===== config.mk =====
export PLATFORM = sky130hd
export DESIGN_NAME = serial_latched_driver
export DESIGN_NICKNAME = d
export VERILOG_FILES = /design/src/rtl/sld_pkg.sv /design/src/rtl/sld_sync.sv /design/src/rtl/sld_ctrl.sv /design/src/rtl/sld_datapath.sv /design/src/rtl/serial_latched_driver.sv
export SDC_FILE = /design/constraint.sdc
export NUM_CORES = 1
export LEC_CHECK = 0
export BUFFER_PORTS_ARGS = -buffer_cell sky130_fd_sc_hd__buf_2
export CORE_MARGIN = 2
export CORE_UTILIZATION = 45
export DETAILED_ROUTE_END_ITERATION = 16
export GPL_TIMING_DRIVEN = 0
export PLACE_DENSITY = 0.64
export SYNTH_ARGS = -nofsm -noshare
export SYNTH_HDL_FRONTEND = slang
export SYNTH_SLANG_ARGS = --single-unit
export TNS_END_PERCENT = 1

===== constraint.sdc =====
create_clock -name clk -period 2.1 [get_ports clk]
set_input_delay 0.21 -clock clk [delete_from_list [all_inputs] [get_ports clk]]
set_output_delay 0.21 -clock clk [all_outputs]
set_load 0.01 [all_outputs]

===== src/rtl/sld_pkg.sv =====
package sld_pkg;
  // Commands from the control unit to the datapath
  typedef struct packed {
    logic shiftEn;  // one-cycle pulse per detected serial clock rise
    logic bufLoad;  // buffer takes the chain value this cycle
  } sldStrobes_t;
endpackage


===== src/rtl/sld_sync.sv =====
module sld_sync #(
  parameter int W = 4,
  parameter int STAGES = 2,
  parameter logic [W-1:0] RST_VAL = '0
) (
  input  logic         clk,
  input  logic         rstN,
  input  logic [W-1:0] asyncIn,
  output logic [W-1:0] syncOut
);
  logic [W-1:0] stageQ [STAGES];

  for (genvar s = 0; s < STAGES; s++) begin : g_stage
    always_ff @(posedge clk or negedge rstN) begin
      if (!rstN) begin
        stageQ[s] <= RST_VAL;
      end else if (s == 0) begin
        stageQ[s] <= asyncIn;
      end else begin
        stageQ[s] <= stageQ[(s == 0) ? 0 : s-1];
      end
    end
  end

  assign syncOut = stageQ[STAGES-1];
endmodule


===== src/rtl/sld_ctrl.sv =====
module sld_ctrl
  import sld_pkg::*;
(
  input  logic        clk,
  input  logic        rstN,
  input  logic        serClkS,
  input  logic        stbS,
  output sldStrobes_t strb
);
  logic serClkPrev;
  logic stbPrev;
  logic clkRise;
  logic stbFall;

  always_ff @(posedge clk or negedge rstN) begin
    if (!rstN) begin
      serClkPrev <= 1'b0;
      stbPrev    <= 1'b0;
    end else begin
      serClkPrev <= serClkS;
      stbPrev    <= stbS;
    end
  end

  assign clkRise = serClkS & ~serClkPrev;
  assign stbFall = stbPrev & ~stbS;

  always_comb begin
    strb.shiftEn = clkRise;
    // transparent while high, plus one capture at the falling edge
    strb.bufLoad = stbS | stbFall;
  end

  // an edge detect never produces two consecutive shift pulses
  p_single_shift_r1: assert property (@(posedge clk) disable iff (!rstN)
    strb.shiftEn |=> !strb.shiftEn);
endmodule


===== src/rtl/sld_datapath.sv =====
module sld_datapath
  import sld_pkg::*;
#(
  parameter int NUM_CH = 8
) (
  input  logic              clk,
  input  logic              rstN,
  input  sldStrobes_t       strb,
  input  logic              serInS,
  input  logic              outEnNS,
  output logic              serOut,
  output logic [NUM_CH-1:0] drive
);
  localparam int LAST = NUM_CH - 1;

  logic [NUM_CH-1:0] chainQ;
  logic [NUM_CH-1:0] bufQ;

  always_ff @(posedge clk or negedge rstN) begin
    if (!rstN) begin
      chainQ <= '0;
    end else if (strb.shiftEn) begin
      chainQ <= {chainQ[LAST-1:0], serInS};
    end
  end

  always_ff @(posedge clk or negedge rstN) begin
    if (!rstN) begin
      bufQ <= '0;
    end else if (strb.bufLoad) begin
      bufQ <= chainQ;
    end
  end

  assign serOut = chainQ[LAST];

  for (genvar k = 0; k < NUM_CH; k++) begin : g_gate
    assign drive[k] = bufQ[k] & ~outEnNS;
  end

  // every shift advances the whole chain by one stage
  p_chain_advance_r1: assert property (@(posedge clk) disable iff (!rstN)
    strb.shiftEn |=> chainQ[LAST:1] == $past(chainQ[LAST-1:0]));
  // after a shift the serial output carries the former stage below the top
  p_serout_cascade_r2: assert property (@(posedge clk) disable iff (!rstN)
    strb.shiftEn |=> serOut == $past(chainQ[LAST-1]));
  // without a load request the buffer holds
  p_buffer_hold_r4: assert property (@(posedge clk) disable iff (!rstN)
    !strb.bufLoad |=> $stable(bufQ));
endmodule


===== src/rtl/serial_latched_driver.sv =====
module serial_latched_driver
  import sld_pkg::*;
#(
  parameter int NUM_CH = 8,
  parameter int SYNC_STAGES = 2
) (
  input  logic              clk,
  input  logic              rstN,
  input  logic              serClk,
  input  logic              serIn,
  input  logic              latchStb,
  input  logic              outEnN,
  output logic              serOut,
  output logic [NUM_CH-1:0] drive
);
  localparam int NUM_IN = 4;
  // bit order: {outEnN, latchStb, serIn, serClk}; enable resets to inactive
  localparam logic [NUM_IN-1:0] SYNC_RST = 4'b1000;

  logic [NUM_IN-1:0] syncVec;
  sldStrobes_t       strb;

  sld_sync #(.W(NUM_IN), .STAGES(SYNC_STAGES), .RST_VAL(SYNC_RST)) u_sync (
    .clk     (clk),
    .rstN    (rstN),
    .asyncIn ({outEnN, latchStb, serIn, serClk}),
    .syncOut (syncVec)
  );

  sld_ctrl u_ctrl (
    .clk     (clk),
    .rstN    (rstN),
    .serClkS (syncVec[0]),
    .stbS    (syncVec[2]),
    .strb    (strb)
  );

  sld_datapath #(.NUM_CH(NUM_CH)) u_dp (
    .clk     (clk),
    .rstN    (rstN),
    .strb    (strb),
    .serInS  (syncVec[1]),
    .outEnNS (syncVec[3]),
    .serOut  (serOut),
    .drive   (drive)
  );

  // enable held inactive at the pin for the synchronizer depth keeps outputs off
  p_disable_forces_off_r6: assert property (@(posedge clk) disable iff (!rstN)
    ($past(outEnN, 2) && $past(outEnN, 1)) |-> drive == '0);
  // reset leaves every output off
  p_reset_outputs_off_r8: assert property (@(posedge clk)
    !rstN |=> drive == '0);
endmodule


# Word-level counts from Yosys, hierarchy flattened
# Index checks and enable logic that the tools add are counted.
[word_totals]
reg_bits = 26
out_inout_bits = 9
elab_cells = 20
[classes]
n_bitwise = 14
[op_table]
columns = ["cell", "count"]
rows = [
  ["1-bit bitwise AND", 10],
  ["1-bit NOT", 3],
  ["1-bit bitwise OR", 1],
]

# Longest topological paths before layout
# Gate-level depths: netlist of the first run.
[depth]
word_depth = 3
ltp_mapped = 3
mapped_depth_nobuf = 2

# Hierarchy
# From an unflattened synthesis of the first run, not the netlist that was laid out.
[unflattened]
hier_cells = 59
hier_area_um2 = 1016.0
[by_module_without_submodules]
columns = ["mod", "n_inst", "cells_per_inst", "area_per_inst_um2"]
rows = [
  ["sld_datapath", 1, 42, 713.2],
  ["sld_sync", 1, 12, 232.7],
  ["sld_ctrl", 1, 5, 70.1],
]

# Least setup slack after synthesis of the first run
# Ideal clock, no wire load.
[synth_timing]
path_kind = "register -> register"
start = "reg u_ctrl.serClkPrev"
end = "reg u_dp.chainQ[0]"
setup_time_ns = 0.125
arrival_time_ns = 0.914
required_time_ns = 1.975
setup_slack_ns = 1.061
path_stages_with_launch = 4
synth_period_minus_slack_ns = 1.039
cell_sequence = "dfrtp_1 > nor2b_4 > buf_6 > mux2_4"
[synth_between]
elab_chain_cells = 2
[synth_lines]
columns = ["item", "line_no", "rtl"]
rows = [
  ["start: declaration", "sld_ctrl.sv:10", "logic serClkPrev;"],
  ["start signal: assignment", "sld_ctrl.sv:20", "serClkPrev <= serClkS;"],
  ["1-bit NOT", "sld_ctrl.sv:25", "assign clkRise = serClkS & ~serClkPrev;"],
  ["1-bit bitwise AND", "sld_ctrl.sv:25", ""],
  ["end signal: assignment", "sld_datapath.sv:23", "chainQ <= {chainQ[LAST-1:0], serInS};"],
  ["end: declaration", "sld_datapath.sv:16", "logic [NUM_CH-1:0] chainQ;"],
]
# No other way between the ends.
# A chain may end at the register's enable or synchronous reset.

# Worst setup path in the final report of the first run
[layout_timing]
start = "reg u_sync.stageQ (netlist bit u_sync.syncOut[3])"
end = "out drive[6]"
[layout_between]
elab_chain_cells = 2
[layout_lines]
columns = ["item", "line_no", "rtl"]
rows = [
  ["start: declaration", "sld_sync.sv:11", "logic [W-1:0] stageQ [STAGES];"],
  ["start signal: indexed assignment", "sld_sync.sv:18", "stageQ[s] <= asyncIn;"],
  ["start signal: indexed assignment", "sld_sync.sv:20", "stageQ[s] <= stageQ[(s == 0) ? 0 : s-1];"],
  ["1-bit NOT", "sld_datapath.sv:38", "assign drive[k] = bufQ[k] & ~outEnNS;"],
  ["1-bit bitwise AND", "sld_datapath.sv:38", ""],
  ["end: declaration", "serial_latched_driver.sv:14", "output logic [NUM_CH-1:0] drive"],
]
# No other way between the ends.

==> reports/qor.yml, run 1 <==
clock_network:
  cts_hold_buf: 5
  cts-buffers-inserted: 3
  cts_tree: "yes"
  cts-htree-levels: 1
  cts_max_path_buffers: 2
  insertion_delay_ps: 310
  cts_sinks: 26
  ctsRootBufferMaster: "clkbuf_4"
  cts_resized: 0
  post_cts_buffers: 0
  clk_pin_slew_ps: 120
synth:
  synth-seq-cells: 26
  syn_area_per_cell_um2: 17.92
  synthDistinctLibCells: 8
  seq_area_frac_synth_pct: 68.77
  syn_area_um2: 949.7
  syn_nets: 59
  yosys_warnings: 0
  syn_inst: 53
power:
  p_per_area_nw_per_um2: 1062
  peakVddDrop_mv: 0.6713
  power_leakage_nw: 0.5302
placed_design:
  gp_congestion: 0.6701
  hpwl_um: 816.3
  port-buffer-count: 14
  dp_cells: 94
  place_area_um2: 1054
floorplan:
  start_util_pct: 47.92
  io_pins: 15
  core-area_um2: 1982
  die_h_um: 49.94
  die_w_um: 49.94
  die-area_um2: 2494
  row_count: 16
sta:
  setup_viol: 0
  finalSetupTns_ps: 0
  rsz0062_at_grt: "no"
  hold_viol_final: 0
  finalClockSkew_ps: 8.935
  relSlewSlack_pct: 64.17
  tightest_slew_ps: 537.5
  min_period_ps: 1355
  drv_slew: 0
  max_freq_mhz: 737.8
  fin_crit_sh_pct: 64.54
critical_path:
  crit_chain: "nor2b_1, buf_2"
  critPathLaunchType: "register"
  criticalPathCategory: "register to output port"
  regToRegSetupSlack_ps: 970
  worstSetupStartpoint: "u_sync.syncOut[3]"
  required_ps: 1890
  slowest_delay_ps: 640
  cp_num_buf_inv: 1
  r2r-start: "u_ctrl.stbPrev"
  cp_max_fo: 8
  cp-end-kind: "output port"
  r2r_end: "u_dp.bufQ[5]"
  cpLargestDelayFamily: "flip-flops"
  cp_slowest_cell: "dfstp_2"
  arrival_ps: 1150
  ff2ff_path_depth: 2
final_layout:
  layout-drive-gt1-share_pct: 50.00
  final_area_um2: 1130
  area_delta_synth_final_pct: 18.97
  finalNonFillerCells: 103
  final_nets: 83
  antenna_cells: 0
run:
  drv.max_cap_violation_count: 0
global_route:
  grt_pass1_vias: 476
  grt-ovfl-total: 0
  track_usage_pct: 12.94
  grt_pass1_wl_um: 2283
  antenna_found_initial: 0
  grt_max_degree: 27
route:
  drt-total-wl_um: 1222
  antenna_left: 0
  first_pass_iters: 2
  route.vias.total: 461
  drc: 0
  drt_iter0_markers: 2
  post_drt_wl_per_cell_um: 11.86
  drt-vias-per-instance: 4.476
outcome:
  outcome: "finished clean"
hold_path:
  min_to: "u_sync.syncOut[0]"
  hold_depth: 0
  hp-class: "register to register"
  min_from: "u_sync.stageQ[4]"
-- metal layers --
| metal | global-route usage (%) | routed length, µm | vias to the layer above |
|---|---|---|---|
| met1 | 16.26 | 588 | 226 |
| li1 | - | - | 221 |
| met5 | 0 | 0 | - |
| met3 | 2.727 | 40 | 2 |
| met4 | 8.333 | 14 | 0 |
| met2 | 20.22 | 579 | 12 |
-- flip-flops by register name, indices dropped and copies added (netlist names) --
| name | count |
|---|---|
| u_dp.bufQ | 8 |
| u_dp.chainQ | 8 |
| u_sync.stageQ | 4 |
| u_sync.syncOut | 4 |
| u_ctrl.serClkPrev | 1 |
| u_ctrl.stbPrev | 1 |
-- layout make-up --
cell class	instances	area (µm²)
plain buffers	1	11.26
clock buffers	4	26.28
fillers	166	852.1
multi-input cells	26	285.3
flip-flops and latches	26	653.1
well taps	27	33.78
repair buffers	19	120.1
-- metrics by stage --
step | setup slack, ps | total power, mW | hold WS [ps] | util, %
finish | 744.6 | 1.200 | 363.1 | 57.01
floorplan | 1061 | 0.9125 | -85.59 | -
CTS | 704.1 | 1.226 | 369.6 | 57.01
global placement | 966.2 | 0.9918 | 229.2 | 53.16
detailed placement | 953.8 | 1.007 | 229.7 | 53.16
global route | 637.3 | 1.295 | 375.3 | 57.01
-- Yosys cell counts --
| master | n | area, µm² |
|---|---|---|
| mux2_4 | 8 | 120.1 |
| buf_6 | 1 | 11.26 |
| dfrtp_1 | 24 | 600.6 |
| nor2_4 | 1 | 11.26 |
| mux2_2 | 8 | 90.09 |
| dfstp_2 | 2 | 52.55 |
| nor2b_1 | 8 | 50.05 |
| nor2b_4 | 1 | 13.76 |
-- worst max path at each step --
stage,end,depth (start not counted)
finish,drive[6],2
global route,drive[6],2
CTS,drive[7],2
detailed placement,u_dp.bufQ[2],2
global placement,u_dp.bufQ[0],2
floorplan,u_dp.chainQ[0],3
-- logic make-up (layout without fill, tap and decap cells) --
logic type,count (synthesis),after routing,synth area share [%]
and+or+nand+nor,10,10,7.905
buffers and inverters,1,24,1.186
muxes,16,16,22.14
DFF,26,26,68.78
-- where the power goes --
group	internal [mW]	switching (mW)	leakage, nW
Sequential	0.634	0.0763	0.306
Clock	0.0741	0.132	0.0150
Combinational	0.194	0.0897	0.209
Total	0.902	0.298	0.530
-- cell usage in the layout, fill, tap and decap left out --
master | Yosys | final
buf_6 | 1 | 1
nor2_4 | 1 | 1
clkbuf_4 | 0 | 3
mux2_4 | 8 | 8
mux2_2 | 8 | 8
clkbuf_1 | 0 | 1
nor2b_4 | 1 | 1
dfstp_2 | 2 | 2
dfrtp_1 | 24 | 24
nor2b_1 | 8 | 8
buf_2 | 0 | 14
dlygate4sd3_1 | 0 | 5
Power figures use the tool's default switching activity.
==> run 2, diff against run 1 <==
Settings changed: ABC_AREA set to 1, PLACE_DENSITY 0.64 to 0.66.
Clock period 2.1 ns to 1.2 ns, I/O delays scaled along.
==> run 2 against run 1 <==
Effect of this change: the flow now finishes with violations (negative setup slack); count of clock-buffer cells in the layout unchanged; area after synthesis decreased by 0.26%; critical endpoint unchanged; combinational power decreased by 20%.
==> reports/qor.yml, run 2 <==
outcome:
  outcome: "complete, but fails checks"
  violations: "negative setup slack"
synth:
  synth_commonest_cells: "nand2_1 (32), dfrtp_1 (24)"
  synth_edf_count: 0  # unchanged
  ys_top_cells_by_area: "dfrtp_1 (63%), nand2_1 (13%), dfstp_2 (5.5%)"
  syn_area_um2: 947.2  # -0.26%
  syn_area_per_cell_um2: 9.970  # -44%
  syn_inst: 95  # +79%
  synthDistinctLibCells: 12  # +4
  synth_top_area_share_pct: 63.41  # +0.17 points
  synth_top_area_cell: "dfrtp_1"
  yosys.cell_count.top_type: "nand2_1"
  synth-seq-cells: 26  # unchanged
  seq_area_frac_synth_pct: 68.96  # +0.18 points
  async_reset_ff_share_pct: 100.0  # unchanged
  synth_ff_type: "dfrtp_1"
  yosys_warnings: 0  # unchanged
  syn_nets: 101  # +71%
floorplan:
  die_h_um: 49.88  # -0.12%
  core-area_um2: 1982  # unchanged
  die_w_um: 49.88  # -0.12%
  start_util_pct: 47.79  # -0.13 points
  row_count: 16  # unchanged
  die-area_um2: 2488  # -0.24%
  io_pins: 15  # unchanged
final_layout:
  layout-drive-gt1-share_pct: 20.51  # -29 points
  final_area_um2: 1132  # +0.22%
  area_delta_synth_final_pct: 19.55
  final_cell_mix: "nand2_1 (32), dfrtp_1 (24), buf_2 (14)"
  reg_top3: "u_dp.bufQ x8, u_dp.chainQ x8"
  final_common_cell: "nand2_1"
  antenna_cells: 0  # unchanged
  finalNonFillerCells: 144  # +40%
  fin_util_pct: 57.13  # +0.13 points
  final_nets: 124  # +49%
sta:
  finalSetupTns_ps: -224.8  # -224.8 ps
  setup_viol: 8  # +8
  max_freq_mhz: 807.4
  hold_viol_final: 0  # unchanged
  fin_ws_ps: -38.49  # -783.1 ps
  tightest_slew_ps: 544.7  # +7.214 ps
  fin_crit_sh_pct: 103.2
  drv_slew: 0  # unchanged
  relSlewSlack_pct: 63.69  # -0.48 points
  finalClockSkew_ps: 7.544  # -1.391 ps
  min_period_ps: 1238
  holdWs_ps: 296.9  # -66.30 ps
  rsz0062_at_grt: "yes"
route:
  antenna_left: 0  # unchanged
  drt-total-wl_um: 1446  # +18%
  route.vias.total: 662  # +44%
  post_drt_wl_per_cell_um: 10.04  # -15%
  drc: 0  # unchanged
  drt-vias-per-instance: 4.597  # +2.7%
  drt_iter0_markers: 13  # +11
  first_pass_iters: 4  # +2
placed_design:
  pre_cts_slack_ps: 229.8  # -724.0 ps
  dp_cells: 136  # +45%
  port-buffer-count: 14  # unchanged
  hpwl_um: 955.4  # +17%
  gp_congestion: 0.7356  # +9.8%
  place_area_um2: 1051  # -0.24%
critical_path:
  cp-end-kind: "output port"
  cpLargestDelayFamily: "flip-flops"
  worstSetupStartpoint: "u_sync.syncOut[3]"
  criticalPathCategory: "register to output port"
  arrival_ps: 1120  # -30 ps
  critPathLaunchType: "register"
  cp_slowest_cell: "dfstp_2"
  cp_num_buf_inv: 1  # unchanged
  cp_max_fo: 8  # unchanged
  crit_chain: "nor2_1, buf_2"
  r2r-start: "u_ctrl.stbPrev"
  slowest_delay_ps: 620  # -20 ps
  required_ps: 1080  # -810 ps
clock_network:
  cts_resized: 0  # unchanged
  clk_pin_slew_ps: 130  # about the same
  cts_max_path_buffers: 2  # unchanged
  cts_tree: "yes"
  cts-htree-levels: 1  # unchanged
  cts-buffers-inserted: 3  # unchanged
  ctsRootBufferMaster: "clkbuf_4"
  insertion_delay_ps: 320  # about the same
  cts_sinks: 26  # unchanged
global_route:
  track_usage_pct: 13.24  # +0.30 points
  grt_pass1_wl_um: 2477  # +8.5%
  grt_max_degree: 27  # unchanged
  grt-ovfl-total: 0  # unchanged
  grt_pass1_vias: 565  # +19%
  antenna_found_initial: 0  # unchanged
power:
  power.total_mw: 1.731  # +44%
  peakVddDrop_mv: 0.8933  # +33%
  p_per_area_nw_per_um2: 1529  # +44%
  power_leakage_nw: 0.6059  # +14%
run:
  drv.max_cap_violation_count: 0  # unchanged
hold_path:
  hp-class: "input pin to asynchronous set/reset pin"
run 2: logic make-up after synthesis:
group                  count (synthesis)  share of synthesized area (%)
AND/OR/NAND/NOR                       50                          21.93
flip-flops                            26                          68.96
buffers and inverters                 11                          4.887
AO/OA/AOI/OAI                          8                          4.227
run 2: path summary, 6_finish.rpt:
check / depth (start not counted) / end / slack, ps
max reg2reg: 3 / u_dp.bufQ[3] / 280
max: 2 / drive[6] / -40
min in group clk: 0 / u_sync.syncOut[3] / 370
min: 2 / u_dp.chainQ[0] / 300
min reg2reg: 0 / u_sync.syncOut[3] / 370
max in group asynchronous: 2 / u_sync.stageQ[7] / 530
run 2: final cells by class:
type / count / area [µm²]
plain buffers: 1 / 7.507
inverters: 9 / 33.78
multi-input cells: 58 / 247.7
flip-flops and latches: 26 / 653.1
clock buffers: 4 / 36.28
fillers: 174 / 849.6
repair buffers: 19 / 120.1
well taps: 27 / 33.78
run 2: worst register-to-register path, cell delays in order, from the launching register on:
cell and delay (ps):
dfrtp_1 500, nor2_4 230, nand2_1 90, nand2_1 70
run 2: what timing repair did:
item,CTS,global route
hold endpoints to repair,28,0
endpoints found under the setup margin,8,8
setup buffers,0,0
hold buffers,5,0
pin swaps,8,1
run 2: power by group:
part | internal, mW | leakage (nW) | switching, mW
Combinational | 0.0988 | 0.260 | 0.128
Clock | 0.186 | 0.0210 | 0.244
Sequential | 0.995 | 0.325 | 0.0794
run 2: layer usage:
layer	up-vias	wire, µm	GRT usage (%)
li1	342	-	-
met1	298	703	17.58
met2	18	664	20.44
met3	4	51	1.818
met4	0	27	8.333
met5	-	0	0
